--- src/rtl/pfq_pkg.sv ---
`timescale 1ns/1ps
package pfq_pkg;
  localparam int unsigned PFQ_WORD_W = 16;

  typedef struct packed {
    logic                  tag;
    logic [PFQ_WORD_W-1:0] word;
  } pfq_entry_t;
endpackage

--- src/rtl/pfq_store.sv ---
`timescale 1ns/1ps
// Tagged word FIFO; DEPTH must be a power of two (pointers wrap naturally).
module pfq_store #(
  parameter int unsigned DEPTH = 4
) (
  input  logic                         clk,
  input  logic                         rst_n,
  input  logic                         flush,
  input  logic                         wr_en,
  input  pfq_pkg::pfq_entry_t          wr_entry,
  input  logic                         rd_req,
  output pfq_pkg::pfq_entry_t          head,
  output logic [$clog2(DEPTH+1)-1:0]   occ,
  output logic                         empty
);
  import pfq_pkg::*;

  localparam int unsigned PW    = $clog2(DEPTH);
  localparam int unsigned CNT_W = $clog2(DEPTH+1);

  logic [PW-1:0]    wr_ptr_q, wr_ptr_d;
  logic [PW-1:0]    rd_ptr_q, rd_ptr_d;
  logic [CNT_W-1:0] occ_q, occ_d;
  logic             rd_fire;
  logic             ptr_en;
  pfq_entry_t       slot_w [DEPTH];

  generate
    for (genvar g = 0; g < DEPTH; g++) begin : g_slot
      pfq_entry_t slot_r;
      logic       slot_en;
      assign slot_en = wr_en && (wr_ptr_q == PW'(g));
      always_ff @(posedge clk or negedge rst_n) begin
        if (!rst_n)       slot_r <= '0;
        else if (slot_en) slot_r <= wr_entry;
      end
      assign slot_w[g] = slot_r;
    end
  endgenerate

  assign empty   = (occ_q == '0);
  assign occ     = occ_q;
  assign head    = slot_w[rd_ptr_q];
  assign rd_fire = rd_req && !flush && !empty;
  assign ptr_en  = flush || wr_en || rd_fire;

  always_comb begin
    wr_ptr_d = wr_en ? wr_ptr_q + 1'b1 : wr_ptr_q;
    if (flush)        rd_ptr_d = wr_ptr_q;
    else if (rd_fire) rd_ptr_d = rd_ptr_q + 1'b1;
    else              rd_ptr_d = rd_ptr_q;
    if (flush) begin
      occ_d = '0;
    end else begin
      occ_d = occ_q;
      if (wr_en && !rd_fire)      occ_d = occ_q + 1'b1;
      else if (!wr_en && rd_fire) occ_d = occ_q - 1'b1;
    end
  end

  always_ff @(posedge clk or negedge rst_n) begin
    if (!rst_n) begin
      wr_ptr_q <= '0;
      rd_ptr_q <= '0;
      occ_q    <= '0;
    end else if (ptr_en) begin
      wr_ptr_q <= wr_ptr_d;
      rd_ptr_q <= rd_ptr_d;
      occ_q    <= occ_d;
    end
  end

  AST_NO_OVERRUN: assert property (@(posedge clk) disable iff (!rst_n)
    wr_en |-> (occ_q != CNT_W'(DEPTH)));
  AST_OCC_RANGE: assert property (@(posedge clk) disable iff (!rst_n)
    occ_q <= CNT_W'(DEPTH));
  AST_NO_WRITE_ON_FLUSH: assert property (@(posedge clk) disable iff (!rst_n)
    flush |-> !wr_en);
endmodule

--- src/rtl/pfq_fetch_ctl.sv ---
`timescale 1ns/1ps
module pfq_fetch_ctl #(
  parameter int unsigned          DEPTH      = 4,
  parameter int unsigned          ADDR_W     = 24,
  parameter logic [ADDR_W-1:0]    RESET_ADDR = 24'h000100,
  parameter int unsigned          MAX_INFL   = 2*DEPTH
) (
  input  logic                        clk,
  input  logic                        rst_n,
  input  logic                        flush,
  input  logic [ADDR_W-1:0]           flush_addr,
  input  logic [$clog2(DEPTH+1)-1:0]  occ,
  input  logic                        req_ready,
  input  logic                        rsp_valid,
  output logic                        req_valid,
  output logic [ADDR_W-1:0]           req_addr,
  output logic                        rsp_keep
);
  localparam int unsigned IW    = $clog2(MAX_INFL+1);
  localparam int unsigned CNT_W = $clog2(DEPTH+1);
  localparam int unsigned SW    = ((IW > CNT_W) ? IW : CNT_W) + 1;
  localparam logic [ADDR_W-1:0] STEP = ADDR_W'(pfq_pkg::PFQ_WORD_W / 8);

  logic              run_q;
  logic [IW-1:0]     infl_q, infl_d;
  logic [IW-1:0]     drop_q, drop_d;
  logic [ADDR_W-1:0] pc_q, pc_d;
  logic [SW-1:0]     free_w, live_w;
  logic              issue;
  logic              cnt_en, pc_en;

  always_comb begin
    free_w    = SW'(DEPTH) - SW'(occ);
    live_w    = SW'(infl_q) - SW'(drop_q);
    req_valid = run_q && !flush && (free_w > live_w) && (infl_q < IW'(MAX_INFL));
  end

  assign issue    = req_valid && req_ready;
  assign rsp_keep = rsp_valid && !flush && (drop_q == '0);
  assign req_addr = pc_q;
  assign cnt_en   = issue || rsp_valid || flush;
  assign pc_en    = issue || flush;

  always_comb begin
    infl_d = infl_q;
    if (issue && !rsp_valid)      infl_d = infl_q + 1'b1;
    else if (!issue && rsp_valid) infl_d = infl_q - 1'b1;
    drop_d = drop_q;
    if (flush)                           drop_d = infl_d;
    else if (rsp_valid && drop_q != '0)  drop_d = drop_q - 1'b1;
    if (flush) pc_d = flush_addr;
    else       pc_d = pc_q + STEP;
  end

  always_ff @(posedge clk or negedge rst_n) begin
    if (!rst_n) run_q <= 1'b0;
    else        run_q <= 1'b1;
  end

  always_ff @(posedge clk or negedge rst_n) begin
    if (!rst_n) begin
      infl_q <= '0;
      drop_q <= '0;
    end else if (cnt_en) begin
      infl_q <= infl_d;
      drop_q <= drop_d;
    end
  end

  always_ff @(posedge clk or negedge rst_n) begin
    if (!rst_n)     pc_q <= RESET_ADDR;
    else if (pc_en) pc_q <= pc_d;
  end

  AST_INFL_CAP: assert property (@(posedge clk) disable iff (!rst_n)
    infl_q <= IW'(MAX_INFL));
  AST_DROP_BOUND: assert property (@(posedge clk) disable iff (!rst_n)
    drop_q <= infl_q);
  AST_RSP_EXPECTED: assert property (@(posedge clk) disable iff (!rst_n)
    rsp_valid |-> (infl_q != '0));
  AST_ADDR_STEP: assert property (@(posedge clk) disable iff (!rst_n)
    (req_valid && req_ready && !flush) |=> (req_addr == $past(req_addr) + STEP));
  AST_ADDR_HOLD: assert property (@(posedge clk) disable iff (!rst_n)
    (!(req_valid && req_ready) && !flush) |=> $stable(req_addr));
  AST_FLUSH_TARGET: assert property (@(posedge clk) disable iff (!rst_n)
    flush |=> (req_addr == $past(flush_addr)));
endmodule

--- src/rtl/pfq_prefetch_queue.sv ---
`timescale 1ns/1ps
module pfq_prefetch_queue #(
  parameter int unsigned       DEPTH      = 4,
  parameter int unsigned       ADDR_W     = 24,
  parameter logic [ADDR_W-1:0] RESET_ADDR = 24'h000100,
  parameter int unsigned       MAX_INFL   = 2*DEPTH
) (
  input  logic                           clk,
  input  logic                           rst_n,
  input  logic                           flush,
  input  logic [ADDR_W-1:0]              flush_addr,
  output logic                           req_valid,
  input  logic                           req_ready,
  output logic [ADDR_W-1:0]              req_addr,
  input  logic                           rsp_valid,
  input  logic [pfq_pkg::PFQ_WORD_W-1:0] rsp_data,
  input  logic                           rsp_err,
  input  logic                           dec_pop,
  output logic                           dec_valid,
  output logic [pfq_pkg::PFQ_WORD_W-1:0] dec_data,
  output logic                           dec_fault
);
  import pfq_pkg::*;

  localparam int unsigned CNT_W = $clog2(DEPTH+1);

  logic [1:0]       rs_q;
  logic             srst_n;
  logic [CNT_W-1:0] occ;
  logic             empty;
  logic             keep;
  pfq_entry_t       wr_entry;
  pfq_entry_t       head;

  // Asynchronous assertion, synchronous release.
  always_ff @(posedge clk or negedge rst_n) begin
    if (!rst_n) rs_q <= '0;
    else        rs_q <= {rs_q[0], 1'b1};
  end
  assign srst_n = rs_q[1];

  assign wr_entry.tag  = rsp_err;
  assign wr_entry.word = rsp_data;

  pfq_fetch_ctl #(
    .DEPTH(DEPTH), .ADDR_W(ADDR_W), .RESET_ADDR(RESET_ADDR), .MAX_INFL(MAX_INFL)
  ) u_fetch (
    .clk(clk), .rst_n(srst_n), .flush(flush), .flush_addr(flush_addr),
    .occ(occ), .req_ready(req_ready), .rsp_valid(rsp_valid),
    .req_valid(req_valid), .req_addr(req_addr), .rsp_keep(keep)
  );

  pfq_store #(.DEPTH(DEPTH)) u_store (
    .clk(clk), .rst_n(srst_n), .flush(flush), .wr_en(keep),
    .wr_entry(wr_entry), .rd_req(dec_pop),
    .head(head), .occ(occ), .empty(empty)
  );

  assign dec_valid = !empty && !head.tag;
  assign dec_data  = head.word;
  assign dec_fault = !empty && head.tag && dec_pop && !flush;

  AST_FAULT_CONSUMES: assert property (@(posedge clk) disable iff (!srst_n)
    dec_fault |=> (occ == CNT_W'($past(occ) + CNT_W'($past(keep)) - CNT_W'(1))));
  AST_FLUSH_EMPTIES: assert property (@(posedge clk) disable iff (!srst_n)
    flush |=> !dec_valid);
endmodule

--- config.mk ---
export PLATFORM = sky130hd
export DESIGN_NAME = pfq_prefetch_queue
export DESIGN_NICKNAME = d
export VERILOG_FILES = /design/src/rtl/pfq_pkg.sv /design/src/rtl/pfq_store.sv /design/src/rtl/pfq_fetch_ctl.sv /design/src/rtl/pfq_prefetch_queue.sv
export SDC_FILE = /design/constraint.sdc
export NUM_CORES = 1
export LEC_CHECK = 0
export BUFFER_PORTS_ARGS = -buffer_cell sky130_fd_sc_hd__buf_2
export CAP_MARGIN = 15
export CORE_MARGIN = 4
export CORE_UTILIZATION = 55
export DETAILED_ROUTE_END_ITERATION = 7
export PLACE_DENSITY = 0.78
export SLEW_MARGIN = 40
export SYNTH_ARGS = -nofsm -noshare
export SYNTH_HDL_FRONTEND = slang
export SYNTH_SLANG_ARGS = --single-unit
--- constraint.sdc ---
create_clock -name clk -period 4.1 [get_ports clk]
set_input_delay 0 -clock clk [delete_from_list [all_inputs] [get_ports clk]]
set_output_delay 0 -clock clk [all_outputs]
set_load 0.05 [all_outputs]
## After elaboration in Yosys (flattened, before gate mapping)

Index checks and enable logic that the tools add are counted.

| operators by class | value |
|---|---|
| $add $sub $neg | 10 |
| magnitude comparators | 3 |
| equality and inequality tests | 3 |
| multiplexer cells | 13 |
| bitwise logic cells | 1 |
| reduce and logical (&&, ||, !) cells | 44 |

Operators by type and width:

| kind | count |
|---|---|
| 17-bit binary-select mux with 2-bit select | 1 |
| 17-bit 2-to-1 mux | 2 |
| 24-bit by 2-bit adder with 24-bit output (second input constant) | 1 |
| 24-bit 2-to-1 mux | 1 |
| 1-bit logical AND | 21 |
| 4-bit 2-to-1 mux | 4 |
| 3-bit 2-to-1 mux | 3 |
| 2-bit AND reduction | 4 |
| 4-bit by 1-bit subtractor with 4-bit output (second input constant) | 2 |
| 1-bit zero test | 7 |
| 5-bit > comparator | 1 |
| 1-bit logical OR | 5 |
| 4-bit by 4-bit subtractor with 5-bit output | 1 |
| 2-bit by 1-bit adder with 2-bit output (second input constant) | 2 |
| 4-bit by 1-bit adder with 4-bit output (second input constant) | 1 |
| 2-bit == test (second input constant) | 2 |
| 4-bit zero test | 1 |
| 4-bit < comparator (second input constant) | 1 |
| 2-bit 2-to-1 mux | 2 |
| 2-bit nonzero test | 2 |
| 4-bit nonzero test | 1 |
| 3-bit by 3-bit subtractor with 4-bit output (first input constant) | 1 |
| 3-bit by 1-bit adder with 3-bit output (second input constant) | 1 |
| 3-bit greater-or-equal comparator (second input constant) | 1 |
| 6 further kinds | 6 |

| storage, ports and cells | value |
|---|---|
| register bits | 110 |

## Depth between registers and ports, before layout

| logic depth | value |
|---|---|
| word-level depth | 10 |
| gate-level depth with buffers | 13 |

## By module

A second synthesis with hierarchy kept.

| second synthesis, totals | value |
|---|---|
| cells, all modules | 478 |
| area total of the unflattened synthesis | 5,844.4 um^2 |

Modules (own cells, without submodules):

| module | instances | cells an instance | area each (um^2) | sequential area each (um^2) |
|---|---|---|---|---|
| pfq_store | 1 | 214 | 3,433.3 | 1,876.8 |
| pfq_fetch_ctl | 1 | 259 | 2,341.0 | 827.0 |
| pfq_prefetch_queue | 1 | 5 | 70.1 | 50.0 |

## Worst setup path before layout

Ideal clock, no wire load.

| timing | value |
|---|---|
| path kind | register to register |
| start | register u_fetch.infl_q[0] |
| end | register u_fetch.infl_q[2] |
| setup time | 0.127 ns |
| arrival | 3.452 ns |
| data required time | 3.973 ns |
| slack | 0.521 ns |
| cell stages (with the launch flop) | 14 |
| path buffers | 1 |
| clock period less this slack | 3.579 ns |
| cells stage by stage | dfrtp_1 -> inv_1 -> ha_1 -> inv_1 -> fa_1 -> a21o_1 -> a21o_1 -> ha_1 -> nand4_1 -> or2_1 -> buf_2 -> a21oi_1 -> a2bb2oi_1 -> xnor2_1 |

| on the way | value |
|---|---|
| cells in the longest elaborated chain, start to end | 9 |
| elaborated cells between the ends (all ways) | 15 |
| classes of those cells | add/sub: 3; order compare: 2; mux: 2; reduce/logical: 8 |

Ends and longest elaborated chain:

| item | line | RTL |
|---|---|---|
| start, declared | pfq_fetch_ctl.sv:25 | `logic [IW-1:0] infl_q, infl_d;` |
| start signal, assigned | pfq_fetch_ctl.sv:65 | `infl_q <= infl_d;` |
| 4-bit by 4-bit subtractor with 5-bit output | pfq_fetch_ctl.sv:34 | `live_w = SW'(infl_q) - SW'(drop_q);` |
| 5-bit > comparator | pfq_fetch_ctl.sv:35 | `req_valid = run_q && !flush && (free_w > live_w) && (infl_q < IW'(MAX_INFL));` |
| 1-bit logical AND | pfq_fetch_ctl.sv:35 |  |
| 1-bit logical AND * | pfq_fetch_ctl.sv:35 |  |
| via req_valid | pfq_prefetch_queue.sv:12 | `output logic req_valid,` |
| 1-bit logical AND * | pfq_fetch_ctl.sv:38 | `assign issue = req_valid && req_ready;` |
| 1-bit zero test | pfq_fetch_ctl.sv:47 | `else if (!issue && rsp_valid) infl_d = infl_q - 1'b1;` |
| 1-bit logical AND | pfq_fetch_ctl.sv:47 |  |
| 4-bit 2-to-1 mux | pfq_fetch_ctl.sv:47 |  |
| 4-bit 2-to-1 mux | pfq_fetch_ctl.sv:46 | `if (issue && !rsp_valid) infl_d = infl_q + 1'b1;` |

Mark *: on every way through the listed nets, which the timed path passes. The rest lies on a longest branch.
A chain may end at the register's enable or synchronous reset.

## Worst setup path after layout

| timing | value |
|---|---|
| start | register u_fetch.infl_q[0] |
| end | register u_fetch.pc_q[6] (netlist: u_fetch.req_addr[6]) |

| on the way | value |
|---|---|
| cells in the longest elaborated chain, start to end | 6 |
| elaborated cells between the ends (all ways) | 7 |
| classes of those cells | add/sub: 1; order compare: 2; reduce/logical: 4 |

Ends and longest elaborated chain:

| item | line | RTL |
|---|---|---|
| 4-bit by 4-bit subtractor with 5-bit output | pfq_fetch_ctl.sv:34 |  |
| 5-bit > comparator | pfq_fetch_ctl.sv:35 |  |
| 1-bit logical AND | pfq_fetch_ctl.sv:35 |  |
| 1-bit logical AND * | pfq_fetch_ctl.sv:35 |  |
| 1-bit logical AND * | pfq_fetch_ctl.sv:38 |  |
| 1-bit logical OR * | pfq_fetch_ctl.sv:42 | `assign pc_en = issue \|\| flush;` |
| end signal, assigned | pfq_fetch_ctl.sv:72 | `else if (pc_en) pc_q <= pc_d;` |
| end, declared | pfq_fetch_ctl.sv:27 | `logic [ADDR_W-1:0] pc_q, pc_d;` |

Every way passes the cells marked *; elsewhere a longest branch is shown, timed or not.

==> run summary <==
From synthesis to final layout, the design area changed by 20.5%. For this design the static power due to leakage is 3.37 nW. The critical path contains buffers and inverters numbering 3 combined. Data arrives at the worst endpoint at 3.91 ns. TritonCTS built the clock tree.

The instance area after placement came out at 6410 µm². The worst setup path is launched from a flip-flop. The post-placement setup slack came out at 0.493 ns.

The count of inserted antenna diode cells was 0. Sorting the synthesized cells by how often they occur yields dfrtp_1, mux2_1, nand2_1. Across all hold checks on the routed design, the worst slack comes to 0.0409 ns. The clock insertion delay at the later pin of the skew report came out at 0.39 ns. The tools report the kind of end point of the critical path as a flip-flop.

The instance count of the mapped netlist came out at 485. The run finished with clean final reports. The run gives 0.474 ns as the worst setup slack after layout. The floorplan die height was 111 µm. The largest individual stage delay along the critical path comes from the cell or2_1. The run gives 44 as the pin count of the biggest net entering global routing. Global routing finished with a remaining overflow of 0. The worst hold path belongs to the class primary input to flip-flop. The number of flip-flops and latches in the synthesized netlist is 110. The pin slew with the least headroom to its limit was 0.621 ns; the via total after detailed routing was 4354.

Clock-pin slew was measured on the worst setup and hold paths at 0.11 ns. In this run the power density over the cells is 533 nW/µm². Setup violations remaining at the end of the flow were counted as 0. The core footprint was 10300 µm².

90 I/O pins were placed. Setup repair after global routing left no endpoint under its margin. The count of nets left with antenna violations once routing finished came out at 0. The highest net fanout along the worst path was 12. The ratio of final minimum period to clock period was 88.4%. The die covers 12300 µm². Routability-driven placement finished with a final weighted congestion of 0.804. The mapped netlist covers 5840 µm². The cell family contributing the most delay on the critical path is adder cells.

The setup TNS after final layout was 0 ns; the wire length of the first global-routing pass was 22700 µm. The number of violations reported at the end of detailed-routing iteration 0 was 246. The proportion of layout cells with a drive suffix above 1 came out at 26.5%.

The tools report the residual DRC count as 0. The number of global-route vias before repair was 4659; the number of placement rows was 37. By area the synthesized netlist is led by dfrtp_1, mux2_1, mux4_2, ha_1, mux2_2.

The cell sitting at the root of the clock tree is a clkbuf_8. STA puts the critical path data required time at 4.38 ns. The max-cap violation count is 0.

The final HPWL from detailed placement is 9170 µm, and the sequential share of the synthesized area is 47.2%. The die is 111 µm wide. The average footprint of a synthesized cell was 12.0 µm². In the final design database the tool counted 680 nets.

Across the routed clock network, the largest skew measured is 0.0149 ns. Walking the worst path, the cells encountered are inv_1, ha_1, inv_1, fa_1, a21o_1, a21o_1, ha_1, nand4_1, or2_1, a21oi_1, buf_4, mux2_2, a221o_1. Gates resized during post-CTS repair numbered 0. Routed length per instance: 17.5 µm.

The H-tree was split into 3 levels. The initial antenna violation count is 0. The final non-filler cell area was 7030 µm²; the first-pass iteration count of the detailed router was 5. The number of buffers added on ports came out at 89.

The tightest slew margin relative to the limit was 58.6%; the top achievable clock speed was 0.276 GHz. Number of enable flip-flop cells after synthesis: 0. The number of failing hold endpoints at the final stage was 0; the slack of the worst reg-to-reg path was 0.47 ns.

The tools report the total wirelength of the detailed-routed design as 13100 µm. The critical path is of the flip-flop to flip-flop type. For the peak supply drop, the log shows 0.368 mV.

Dividing the detail-routed via count by the number of cells gives 5.79. Across every metal layer, demand over resource in global routing totals 22.5%. Synthesis instantiated 58 different standard cells from the library. The count of yosys warnings during synthesis is 0, and the post-route core utilization is 68.1%.

The tools report the number of max-slew violations in the final report as 0. The portion of synthesized cell area occupied by the leading cell type is 46.7%, and the post-synthesis async set-or-reset flop share is 100%. The run gives 9 as the TritonCTS buffer count. The number of setup buffers added after CTS is 0. For the starting density of the core, the log shows 56.5%.

The worst path needs 3.63 ns of the cycle, external delays included. The most common cell in the synthesized netlist is dfrtp_1. The clock passes through at most 2 buffers. Number of clock sinks: 110. Top cell type by total area after synthesis: dfrtp_1.

The most common flop cell mapped by yosys is dfrtp_1. The maximum cell stage delay along the critical path was 0.47 ns.
## kinds of logic after synthesis
kind of cell,synth area share (%)
AO/OA/AOI/OAI,9.01
XOR/XNOR,3.15
adder cells (fa/ha/maj),4.97
buffers and inverters,3.24
flip-flops,47.2
multiplexers,21.4
other,0.0643
AND/OR/NAND/NOR,11.0
## placed cells by master (no fill, tap or decap), drive strengths merged, types with 15 or more instances in the layout
cell type and count:
dlygate4sd3 43, dfrtp 109, ha 20, nand3 15, o21ai 21, mux2 73
xnor2 17, buf 96, inv 26, mux4 17, nand2 41
## state kept, by name, indices dropped and copies added, names as in the netlist
name                   count
u_store.g_slot.slot_r     68
u_fetch.req_addr          24
u_fetch.drop_q             4
u_fetch.infl_q             4
u_store.occ                3
rs_q                       2
u_store.rd_ptr_q           2
u_store.wr_ptr_q           2
u_fetch.run_q              1
## metrics by stage
step / total power, mW / instances
5_1_grt: 4.01 / 752
2_1_floorplan: 2.71 / 486
6_report: 3.75 / 752
4_1_cts: 3.77 / 752
3_5_place_dp: 3.09 / 693
3_3_place_gp: 2.99 / 692
## final cells by class
| class | instances | area [µm²] |
|---|---|---|
| Clock buffer | 10 | 128 |
| Clock inverter | 6 | 58.8 |
| Fill cell | 739 | 3290 |
| Inverter | 21 | 78.8 |
| Multi-Input combinational cell | 330 | 2900 |
| Sequential cell | 110 | 2760 |
| Tap cell | 136 | 170 |
| Timing Repair Buffer | 139 | 941 |
## worst register-to-register path, stage by stage, from the launching register on
cell	delay [ns]
dfrtp_1	0.46
inv_1	0.11
ha_1	0.14
inv_1	0.06
fa_1	0.40
a21o_1	0.18
a21o_1	0.17
ha_1	0.30
nand4_1	0.18
or2_1	0.47
a21oi_1	0.21
buf_4	0.23
mux2_2	0.35
a221o_1	0.28
## where the power goes
part / leakage [nW] / total [mW] / switching (mW) / internal, mW
registers: 1.44 / 1.54 / 0.235 / 1.30
clock network: 0.0932 / 0.649 / 0.410 / 0.239
logic: 1.84 / 1.56 / 0.936 / 0.627
total: 3.37 / 3.75 / 1.58 / 2.17
## what timing repair did
action | CTS | global route
endpoints found under the setup margin | 0 | 0
hold buffers | 43 | 0
hold endpoints to repair | 94 | 0
## per-layer routing
metal | vias up | GRT usage (%) | share of wire [%]
li1 | 2027 | - | -
met1 | 2186 | 30.2 | 44
met2 | 116 | 36.7 | 49
met3 | 25 | 4.48 | 4.7
met4 | 0 | 7.80 | 2.1
met5 | - | 0 | 0
## final timing paths
check	end	start	cells after the start
hold / removal	u_fetch.drop_q[1]	rsp_valid	2
hold reg to reg	u_store.g_slot[1].slot_r[4]	rs_q[1]	0
max in group asynchronous	u_store.g_slot[2].slot_r[6]	rs_q[1]	1
setup / recovery	u_fetch.req_addr[6]	u_fetch.infl_q[0]	13
min in group asynchronous	u_store.g_slot[1].slot_r[4]	rs_q[1]	0
setup reg to reg	u_fetch.req_addr[6]	u_fetch.infl_q[0]	13
(Power assumes the default switching activity.)
